===== config.mk =====
export PLATFORM = sky130hd
export DESIGN_NAME = cfg_word_loader
export DESIGN_NICKNAME = d
export VERILOG_FILES = /design/src/rtl/cwl_pkg.sv /design/src/rtl/cwl_lowest_pick.sv /design/src/rtl/cwl_sequencer.sv /design/src/rtl/cwl_reg_bank.sv /design/src/rtl/cfg_word_loader.sv
export SDC_FILE = /design/constraint.sdc
export NUM_CORES = 1
export LEC_CHECK = 0
export BUFFER_PORTS_ARGS = -buffer_cell sky130_fd_sc_hd__buf_2
export CORE_AREA = 3 3 413 415
export CTS_BUF_LIST = sky130_fd_sc_hd__clkbuf_8
export DETAILED_ROUTE_END_ITERATION = 10
export DIE_AREA = 0 0 416 418
export GPL_TIMING_DRIVEN = 0
export SKIP_CTS_REPAIR_TIMING = 1
export SYNTH_ARGS = -nofsm -noshare
export SYNTH_HDL_FRONTEND = slang
export SYNTH_SLANG_ARGS = --single-unit

===== constraint.sdc =====
create_clock -name clk -period 2.9 [get_ports clk]
set_input_delay 0.435 -clock clk [delete_from_list [all_inputs] [get_ports clk]]
set_output_delay 0.435 -clock clk [all_outputs]
set_load 0.02 [all_outputs]

===== src/rtl/cwl_pkg.sv =====
package cwl_pkg;
  // width of one command word; one header bit per register slot
  localparam int unsigned WORD_W_DEF = 32;
  // header bits that name a real register
  localparam logic [31:0] SEL_MASK_DEF = 32'hE018_5FFC;
  // header bit that requests zeroing of the bank
  localparam int unsigned CLR_BIT_DEF = 0;

  typedef enum logic {
    ST_HDR = 1'b0,
    ST_PAY = 1'b1
  } ld_state_e;
endpackage


===== src/rtl/cwl_lowest_pick.sv =====
module cwl_lowest_pick #(
  parameter int unsigned N = 32
) (
  input  logic         clk,
  input  logic         rst_n,
  input  logic [N-1:0] req_i,
  output logic [N-1:0] grant_o
);
  // seen[i] is set when any request below bit i is present
  logic [N:0] seen;
  assign seen[0] = 1'b0;

  genvar gi;
  generate
    for (gi = 0; gi < N; gi++) begin : g_chain
      assign seen[gi+1]  = seen[gi] | req_i[gi];
      assign grant_o[gi] = req_i[gi] & ~seen[gi];
    end
  endgenerate

  // at most one grant, and never above a pending lower request
  a_r2_single_grant: assert property (@(posedge clk) disable iff (!rst_n)
    $onehot0(grant_o));
  a_r2_lowest_first: assert property (@(posedge clk) disable iff (!rst_n)
    (grant_o != '0) |-> (((grant_o - 1'b1) & req_i) == '0));
  a_r2_grant_in_req: assert property (@(posedge clk) disable iff (!rst_n)
    ((grant_o & ~req_i) == '0));
endmodule


===== src/rtl/cwl_sequencer.sv =====
module cwl_sequencer
  import cwl_pkg::*;
#(
  parameter int unsigned        WORD_W   = WORD_W_DEF,
  parameter logic [WORD_W-1:0]  SEL_MASK = WORD_W'(SEL_MASK_DEF),
  parameter int unsigned        CLR_BIT  = CLR_BIT_DEF
) (
  input  logic              clk,
  input  logic              rst_n,
  input  logic              in_valid,
  input  logic [WORD_W-1:0] in_data,
  output logic              in_ready,
  output logic [WORD_W-1:0] pend_o,
  input  logic [WORD_W-1:0] grant_i,
  output logic [WORD_W-1:0] wr_sel_o,
  output logic [WORD_W-1:0] wr_data_o,
  output logic              clr_o,
  output logic              done_o
);
  ld_state_e         st_q;
  logic [WORD_W-1:0] pend_q;
  logic              rdy_q;
  logic              done_q;
  logic              fire;
  logic [WORD_W-1:0] hdr_sel;
  logic [WORD_W-1:0] rest;

  assign fire    = in_valid & rdy_q;
  assign hdr_sel = in_data & SEL_MASK;
  assign rest    = pend_q & ~grant_i;

  always_ff @(posedge clk or negedge rst_n) begin
    if (!rst_n) begin
      st_q   <= ST_HDR;
      pend_q <= '0;
      rdy_q  <= 1'b0;
      done_q <= 1'b0;
    end else begin
      rdy_q  <= 1'b1;
      done_q <= 1'b0;
      if (fire) begin
        case (st_q)
          ST_HDR: begin
            pend_q <= hdr_sel;
            if (hdr_sel == '0) begin
              done_q <= 1'b1;
            end else begin
              st_q <= ST_PAY;
            end
          end
          ST_PAY: begin
            pend_q <= rest;
            if (rest == '0) begin
              done_q <= 1'b1;
              st_q   <= ST_HDR;
            end
          end
          default: st_q <= ST_HDR;
        endcase
      end
    end
  end

  assign in_ready  = rdy_q;
  assign pend_o    = pend_q;
  assign wr_sel_o  = (st_q == ST_PAY && fire) ? grant_i : '0;
  assign wr_data_o = in_data;
  assign clr_o     = (st_q == ST_HDR) && fire && in_data[CLR_BIT];
  assign done_o    = done_q;

  // each accepted payload word retires exactly one selected bit
  a_r2_one_bit_per_word: assert property (@(posedge clk) disable iff (!rst_n)
    (st_q == ST_PAY && fire) |=> ($countones(pend_q) == $countones($past(pend_q)) - 1));
  // completion only follows an accepted word and leaves the header wait
  a_r6_done_after_word: assert property (@(posedge clk) disable iff (!rst_n)
    done_q |-> $past(fire));
  a_r6_done_in_header: assert property (@(posedge clk) disable iff (!rst_n)
    done_q |-> (st_q == ST_HDR));
  // nothing is pending while a header is awaited
  a_r5_idle_empty: assert property (@(posedge clk) disable iff (!rst_n)
    (st_q == ST_HDR) |-> (pend_q == '0));
  // a cycle without valid leaves the progress untouched
  a_r7_idle_hold: assert property (@(posedge clk) disable iff (!rst_n)
    (!in_valid && !done_q) |=> ($stable(pend_q) && !done_q));
endmodule


===== src/rtl/cwl_reg_bank.sv =====
module cwl_reg_bank
  import cwl_pkg::*;
#(
  parameter int unsigned        WORD_W   = WORD_W_DEF,
  parameter logic [WORD_W-1:0]  SEL_MASK = WORD_W'(SEL_MASK_DEF)
) (
  input  logic                     clk,
  input  logic                     rst_n,
  input  logic                     clr_i,
  input  logic [WORD_W-1:0]        wr_sel_i,
  input  logic [WORD_W-1:0]        wr_data_i,
  output logic [WORD_W*WORD_W-1:0] regs_o
);
  localparam int unsigned NSLOT = WORD_W;

  genvar gk;
  generate
    for (gk = 0; gk < NSLOT; gk++) begin : g_slot
      if (SEL_MASK[gk]) begin : g_real
        logic [WORD_W-1:0] q;
        always_ff @(posedge clk or negedge rst_n) begin
          if (!rst_n) begin
            q <= '0;
          end else if (clr_i) begin
            q <= '0;
          end else if (wr_sel_i[gk]) begin
            q <= wr_data_i;
          end
        end
        assign regs_o[gk*WORD_W +: WORD_W] = q;
      end else begin : g_none
        assign regs_o[gk*WORD_W +: WORD_W] = '0;
      end
    end
  endgenerate

  // a clear request empties the bank by the next cycle
  a_r1_clear_empties: assert property (@(posedge clk) disable iff (!rst_n)
    clr_i |=> (regs_o == '0));
  // writes never target a slot without a register
  a_r4_no_undef_write: assert property (@(posedge clk) disable iff (!rst_n)
    ((wr_sel_i & ~SEL_MASK) == '0));
  // one target per word
  a_r2_one_target: assert property (@(posedge clk) disable iff (!rst_n)
    $onehot0(wr_sel_i));
  // slots not written and not cleared hold their value
  a_r9_hold_unselected: assert property (@(posedge clk) disable iff (!rst_n)
    (!clr_i && wr_sel_i == '0) |=> $stable(regs_o));
endmodule


===== src/rtl/cfg_word_loader.sv =====
module cfg_word_loader
  import cwl_pkg::*;
#(
  parameter int unsigned        WORD_W   = WORD_W_DEF,
  parameter logic [WORD_W-1:0]  SEL_MASK = WORD_W'(SEL_MASK_DEF),
  parameter int unsigned        CLR_BIT  = CLR_BIT_DEF
) (
  input  logic                     clk,
  input  logic                     rst_n,
  input  logic                     in_valid,
  output logic                     in_ready,
  input  logic [WORD_W-1:0]        in_data,
  output logic [WORD_W*WORD_W-1:0] reg_file_o,
  output logic                     load_done
);
  logic [WORD_W-1:0] pend;
  logic [WORD_W-1:0] grant;
  logic [WORD_W-1:0] wr_sel;
  logic [WORD_W-1:0] wr_data;
  logic              clr;

  cwl_sequencer #(
    .WORD_W   (WORD_W),
    .SEL_MASK (SEL_MASK),
    .CLR_BIT  (CLR_BIT)
  ) i_seq (
    .clk       (clk),
    .rst_n     (rst_n),
    .in_valid  (in_valid),
    .in_data   (in_data),
    .in_ready  (in_ready),
    .pend_o    (pend),
    .grant_i   (grant),
    .wr_sel_o  (wr_sel),
    .wr_data_o (wr_data),
    .clr_o     (clr),
    .done_o    (load_done)
  );

  cwl_lowest_pick #(
    .N (WORD_W)
  ) i_pick (
    .clk     (clk),
    .rst_n   (rst_n),
    .req_i   (pend),
    .grant_o (grant)
  );

  cwl_reg_bank #(
    .WORD_W   (WORD_W),
    .SEL_MASK (SEL_MASK)
  ) i_bank (
    .clk       (clk),
    .rst_n     (rst_n),
    .clr_i     (clr),
    .wr_sel_i  (wr_sel),
    .wr_data_i (wr_data),
    .regs_o    (reg_file_o)
  );

  // ready stays low while reset is applied
  a_r8_ready_in_reset: assert property (@(posedge clk)
    !rst_n |-> !in_ready);
endmodule


* After elaboration in Yosys (flattened, before gate mapping)
Cells that the tools add are included.
** Word-level totals
- Register bits after elaboration :: 579
- Input port bits :: 35
- Output and inout bits :: 1026
- Logic and storage cells :: 182
** Cells by class
- Mux-type cells :: 43
- Bitwise gates (word level) :: 96
- Reductions and logical operators :: 22
** Operator list (count)
- $mux W32 :: 35
- $logic_not A32 Y1 :: 2
- $pmux W32 S2 :: 1
- $reduce_bool A2 Y1 :: 17
- $and A1 B1 Y1 :: 32
- $and A32 B32 Y32 :: 1
- $not A1 Y1 :: 32
- $not A32 Y32 :: 1
- $or A1 B1 Y1 :: 30
- $mux W1 :: 5
- $pmux W1 S2 :: 2
- $logic_and A1 B1 Y1 :: 3

* Logic depth before layout (Yosys ltp)
- Word-level depth :: 38
- Gate-level depth with buffers :: 9
- Depth with buffers taken out :: 6

* Cells and area by module
A second synthesis with hierarchy kept.
** Second synthesis, totals
- Cells, all modules :: 2610
- Area total of the unflattened synthesis :: 28547.4 µm²
** By module, submodules not included
- cwl_reg_bank :: instances 1, cells each 2306, area an instance 25969.9 µm², sequential area each 13613.1 µm²
- cwl_sequencer :: instances 1, cells each 246, area an instance 2167.1 µm², sequential area each 875.8 µm²
- cwl_lowest_pick :: instances 1, cells each 58, area an instance 410.4 µm², sequential area each 0.0 µm²

* Worst setup path after synthesis
Ideal clock, no wire load.
- Path kind :: register -> register
- Start :: register i_seq.pend_q[4] (netlist: i_seq.pend_o[4])
- End :: register i_seq.st_q
- Library setup time :: 0.124 ns
- Arrival :: 2.575 ns
- Required time :: 2.776 ns
- Setup slack :: 0.202 ns
- Stages on the path, launching flop included :: 9
- Buffers on the path :: 2
- Period minus slack after synthesis :: 2.698 ns
- Cells stage by stage :: dfrtp_1 > buf_6 > nor4_4 > nand4_4 > or2_1 > buf_2 > o31a_1 > or4_1 > o31a_1
** Between the ends
- Cells in the longest elaborated chain, start to end :: 34
- Elaborated cells between the ends (all ways) :: 87
- Classes of those cells :: mux (2); bitwise (84); reduce/logical (1)
** Ends and longest elaborated chain
- start, declared :: RTL line cwl_sequencer.sv:21 : logic [WORD_W-1:0] pend_q;
- start signal, assigned :: RTL line cwl_sequencer.sv:44 : pend_q <= hdr_sel;
- start signal, assigned :: RTL line cwl_sequencer.sv:52 : pend_q <= rest;
- $or A1 B1 Y1 (27 in series) :: RTL line cwl_lowest_pick.sv:16 : assign seen[gi+1] = seen[gi] | req_i[gi];
- $not A1 Y1 :: RTL line cwl_lowest_pick.sv:17 : assign grant_o[gi] = req_i[gi] & ~seen[gi];
- $and A1 B1 Y1 :: RTL line cwl_lowest_pick.sv:17
- $not A32 Y32 :: RTL line cwl_sequencer.sv:30 : assign rest = pend_q & ~grant_i;
- $and A32 B32 Y32 * :: RTL line cwl_sequencer.sv:30
- $logic_not A32 Y1 * :: RTL line cwl_sequencer.sv:53 : if (rest == '0) begin
- $mux W1 * :: RTL line cwl_sequencer.sv:53
- $pmux W1 S2 * :: RTL line cwl_sequencer.sv:42 : case (st_q)
- end signal, assigned :: RTL line cwl_sequencer.sv:34 : st_q <= ST_HDR;
- end signal, assigned :: RTL line cwl_sequencer.sv:55 : st_q <= ST_HDR;
- end signal, assigned :: RTL line cwl_sequencer.sv:58 : default: st_q <= ST_HDR;
- end, declared :: RTL line cwl_sequencer.sv:20 : ld_state_e st_q;
Every way passes the cells marked *; elsewhere a longest branch is shown, timed or not.
A chain may end at the register's enable or synchronous reset.

* Worst setup path after layout
- Start :: register i_seq.pend_q[6] (netlist: i_seq.pend_o[6])
- End :: register i_seq.st_q
** Between the ends
- Cells in the longest elaborated chain, start to end :: 32
- Elaborated cells between the ends (all ways) :: 81
- Classes of those cells :: mux (2); bitwise (78); reduce/logical (1)
** Ends and longest elaborated chain (RTL line)
- $or A1 B1 Y1 (25 in series) :: cwl_lowest_pick.sv:16
- $not A1 Y1 :: cwl_lowest_pick.sv:17
- $and A1 B1 Y1 :: cwl_lowest_pick.sv:17
- $not A32 Y32 :: cwl_sequencer.sv:30
- $and A32 B32 Y32 * :: cwl_sequencer.sv:30
- $logic_not A32 Y1 * :: cwl_sequencer.sv:53
- $mux W1 * :: cwl_sequencer.sv:53
- $pmux W1 S2 * :: cwl_sequencer.sv:42
Marks and branches as above.

==> out/qor_table.md <==
| Parameter | Value | Unit |
|:---|:---|:---|
| Cell taking the most area after synthesis | sky130_fd_sc_hd__dfrtp_1 | - |
| Crit path kind | flop to flop | - |
| Count of pins over their slew limit | 11 | - |
| Synthesized-area fraction occupied by xor and xnor cells | 0 | % |
| Number of sinks handled by clock tree synthesis | 577 | - |
| Initial DRC Count | 2227 | - |
| Largest net degree at the start of global routing | 120 | - |
| CTS tree | done | - |
| Routed vias/inst | 3.81 | - |
| Synthesized area | 0.0271 | mm² |
| Number of synthesized flops with an enable pin | 0 | - |
| Fraction of final layout cells with drive strength greater than 1 | 31.3 | % |
| Final worst path period need | 2.84 | ns |
| Number of iterations in the first detailed-routing pass | 5 | - |
| Hold Fails Final Rpt | 0 | - |
| Top library cells by usage in the layout, fill and taps aside | 1112 x sky130_fd_sc_hd__nand2_1, 577 x sky130_fd_sc_hd__dfrtp_1, 564 x sky130_fd_sc_hd__buf_2, 548 x sky130_fd_sc_hd__a21oi_1, 492 x sky130_fd_sc_hd__buf_4 | - |
| Maximum root-to-sink buffer count | 3 | - |
| Endpoint kind of the worst setup timing path | flop | - |
| Cell type of the slowest stage on the worst timing path | sky130_fd_sc_hd__or4_1 | - |
| Synthesized instance count | 3154 | - |
| Post-synth ARST share | 100 | % |
| Core box area | 0.167 | mm² |
| Mux share of post-synthesis cell area | 0 | % |
| Port bufs | 548 | - |
| Largest fanout on the critical path | 9 | - |
| Clock tree skew after final layout | 0.0579 | ns |
| Number of global-route vias before repair | 23019 | - |
| First-pass GRT wire length | 192 | mm |
| Number of antenna violations at the first check in global routing | 15 | - |
| Dpl cells | 6393 | - |
| Starting density of the core | 16.2 | % |
| Via total after detailed routing | 25130 | - |
| Worst skew pair latency | 0.81 | ns |
| Crit path DAT | 3.51 | ns |
| Area fraction in compound gates after synthesis | 11.8 | % |
| Site Rows | 150 | - |
| Finished Core Util | 22.4 | % |
| Area of the die | 0.174 | mm² |
| CTS root buf | sky130_fd_sc_hd__clkbuf_8 | - |
| Pre-CTS worst setup slack | -2.05 | ns |
| Yosys top cell area share | 53.3 | % |
| GPL Wtd Cong | 0.843 | - |
| Synth top area cells | sky130_fd_sc_hd__dfrtp_1 53%, sky130_fd_sc_hd__nand2_1 15%, sky130_fd_sc_hd__buf_4 13% | - |
| Register bit count reported by yosys | 577 | - |
| Commonest non-fill, non-tap cell in the layout | sky130_fd_sc_hd__nand2_1 | - |
| Final critical-path setup slack | 0.0628 | ns |
| WP data required | 3.57 | ns |
| Total wire length | 146 | mm |
| RSZ-0062 raised after global routing | yes | - |
| Cell-by-cell trace of the critical path | buf_2, nor4_4, buf_6, nand4_4, or2_1, buf_2, o31a_1, or4_1, o31a_1 | - |
| Total number of H-tree levels | 3 | - |
| Placed wire-length estimate | 109 | mm |
| GRT Residual Overflow | 0 | - |
| I/O pin count | 1061 | - |
| Count of filler cells inserted in the layout | 18389 | - |
| Area share of fa/ha/maj cells after synthesis | 0.0738 | % |
| Final Setup Violations | 0 | - |
| Per-instance average area after synthesis | 8.60 | µm² |
| Max capacitance violation total | 1 | - |
| Worst-case headroom to the max-slew limit | -1.41 | % |
| Die span in x | 416 | µm |
| Power per cell area | 954 | mW/mm² |
| Number of CTS-inserted buffers | 107 | - |
| GRT Total Usage | 15.9 | % |
| Non-Filler Instances | 6600 | - |
| Synth-to-Final Area Change | 38.1 | % |
| CP startpoint kind | flop | - |
| Violations in the final reports | max-capacitance violations, max-slew violations | - |
| Fraction of the mapped netlist area in simple logic gates | 17.8 | % |
| Largest incremental delay on the critical path | 0.55 | ns |
| Worst min path class | primary input to flop | - |
| Count of warnings emitted by yosys | 0 | - |
| Static leakage | 0.0195 | µW |
| Combinational family with the most area after synthesis | simple AND/OR/NAND/NOR gates | - |
| Number of distinct library cells after synthesis | 47 | - |
| Height of the die | 418 | µm |
| Top FF cell, synth | sky130_fd_sc_hd__dfrtp_1 | - |
| Worst ir drop on vdd | 0.399 | mV |
| Post-route DRC violation count | 0 | - |
| Fraction of the cycle the final worst path needs | 97.8 | % |
| Pin slew with the least headroom to its limit | 1.52 | ns |
| Final net count | 4333 | - |
| Count of nets left with antenna violations after detail routing | 0 | - |
| CTS clock-pin slew for the worst setup and hold paths | 0.07 | ns |
| Share of the yosys chip area belonging to registers | 53.3 | % |
| Run status | finished, violations left | - |
| Highest clock frequency the design can meet | 352 | MHz |
| Mean routed wirelength per cell | 22.1 | µm |
sequential cells by signal (all words and copies together) (netlist names):
signal,count
i_seq.pend_o,30
i_bank.g_slot.g_real.q,544
i_seq.st_q,1
i_seq.in_ready,1
i_seq.done_o,1
through the flow:
stage	total power (µW)	setup TNS (ns)	hold slack [ns]	cell area [µm²]
floorplan	21000	0	0.139	28900
global placement	26500	-7349.50	0.480	34400
detailed placement	26800	-792.83	0.486	34600
CTS	35700	-454.40	-0.432	37000
global route	37700	-0.111	0.0471	37400
finish	35700	0	0.110	37400
worst max-delay path, delay by kind of cell (launching register included):
| kind | cells | cell delay (ns) |
|---|---|---|
| flops | 1 | 0.35 |
| compound gates | 2 | 0.61 |
| simple gates | 4 | 1.25 |
| buf+inv | 3 | 0.49 |
final cells by class:
| type | instances | area [µm²] | share of cell area (%) |
|---|---|---|---|
| Sequential cell | 577 | 14400 | 38.6 |
| Inverter | 2 | 7.51 | 0.0200 |
| Timing Repair Buffer | 571 | 3080 | 8.24 |
| Multi-Input combinational cell | 2313 | 10100 | 26.9 |
| Tap cell | 2204 | 2760 | 7.36 |
| Clock buffer | 140 | 1930 | 5.15 |
| Buffer | 726 | 4680 | 12.5 |
| Antenna cell | 11 | 27.5 | 0.0735 |
| Clock inverter | 56 | 434 | 1.16 |
final timing paths:
| path | startpoint | endpoint | slack (ns) | cells past startpoint |
|---|---|---|---|---|
| max reg2reg | i_seq.pend_o[6] | i_seq.st_q | 0.06 | 9 |
| min reg2reg | i_bank.g_slot[5].g_real.q[0] | i_bank.g_slot[5].g_real.q[0] | 0.50 | 2 |
| max in group asynchronous | rst_n | i_bank.g_slot[11].g_real.q[24] | 0.93 | 4 |
| max | i_seq.pend_o[6] | i_seq.st_q | 0.06 | 9 |
| min in group asynchronous | rst_n | i_bank.g_slot[6].g_real.q[20] | 0.26 | 2 |
| min | in_data[26] | i_bank.g_slot[12].g_real.q[26] | 0.11 | 3 |
synthesized netlist by cell type (2+ instances only):
library cell	instances
sky130_fd_sc_hd__a21oi_1	548
sky130_fd_sc_hd__dfrtp_1	577
sky130_fd_sc_hd__nor2b_1	4
sky130_fd_sc_hd__nor2_1	15
sky130_fd_sc_hd__and2_1	3
sky130_fd_sc_hd__o31a_1	2
sky130_fd_sc_hd__nand3_1	11
sky130_fd_sc_hd__or2_2	5
sky130_fd_sc_hd__maj3_1	2
sky130_fd_sc_hd__nor4_1	9
sky130_fd_sc_hd__nand2_1	1116
sky130_fd_sc_hd__nor3_1	15
sky130_fd_sc_hd__nand3b_1	4
sky130_fd_sc_hd__buf_4	480
sky130_fd_sc_hd__nand4_1	4
sky130_fd_sc_hd__or3_1	5
sky130_fd_sc_hd__o31ai_1	4
sky130_fd_sc_hd__o21ai_0	23
sky130_fd_sc_hd__clkbuf_1	248
sky130_fd_sc_hd__a22o_1	15
sky130_fd_sc_hd__and3_1	10
sky130_fd_sc_hd__conb_1	2
sky130_fd_sc_hd__and3b_1	3
sky130_fd_sc_hd__buf_2	12
sky130_fd_sc_hd__or4_1	3
sky130_fd_sc_hd__inv_1	2
sky130_fd_sc_hd__a21boi_0	9
sky130_fd_sc_hd__a2111oi_0	4
report_power, final:
part | switching [µW] | internal (µW) | leakage [µW]
registers | 1660 | 10900 | 0.00778
clock network | 3950 | 4800 | 0.00132
logic | 9770 | 4630 | 0.0104
total | 15400 | 20300 | 0.0195
layer usage:
layer,track usage (%),wire (µm),share of wire (%),vias to the layer above
li1,-,-,-,11484
met1,17.5,51700,35,12212
met2,29.3,77200,53,1191
met3,3.73,10900,7.5,239
met4,6.27,5920,4.1,4
met5,0,30,0.021,-
cell families (layout without fill, tap and decap cells):
kind of cell             Yosys count  count (layout)
AO/OA/AOI/OAI                    613             613
adder cells (fa/ha/maj)            2               2
buffers and inverters            743            1495
flip-flops                       577             577
other                              2             492
AND/OR/NAND/NOR                 1217            1217
Note: power is estimated with default switching activity, not from simulation.
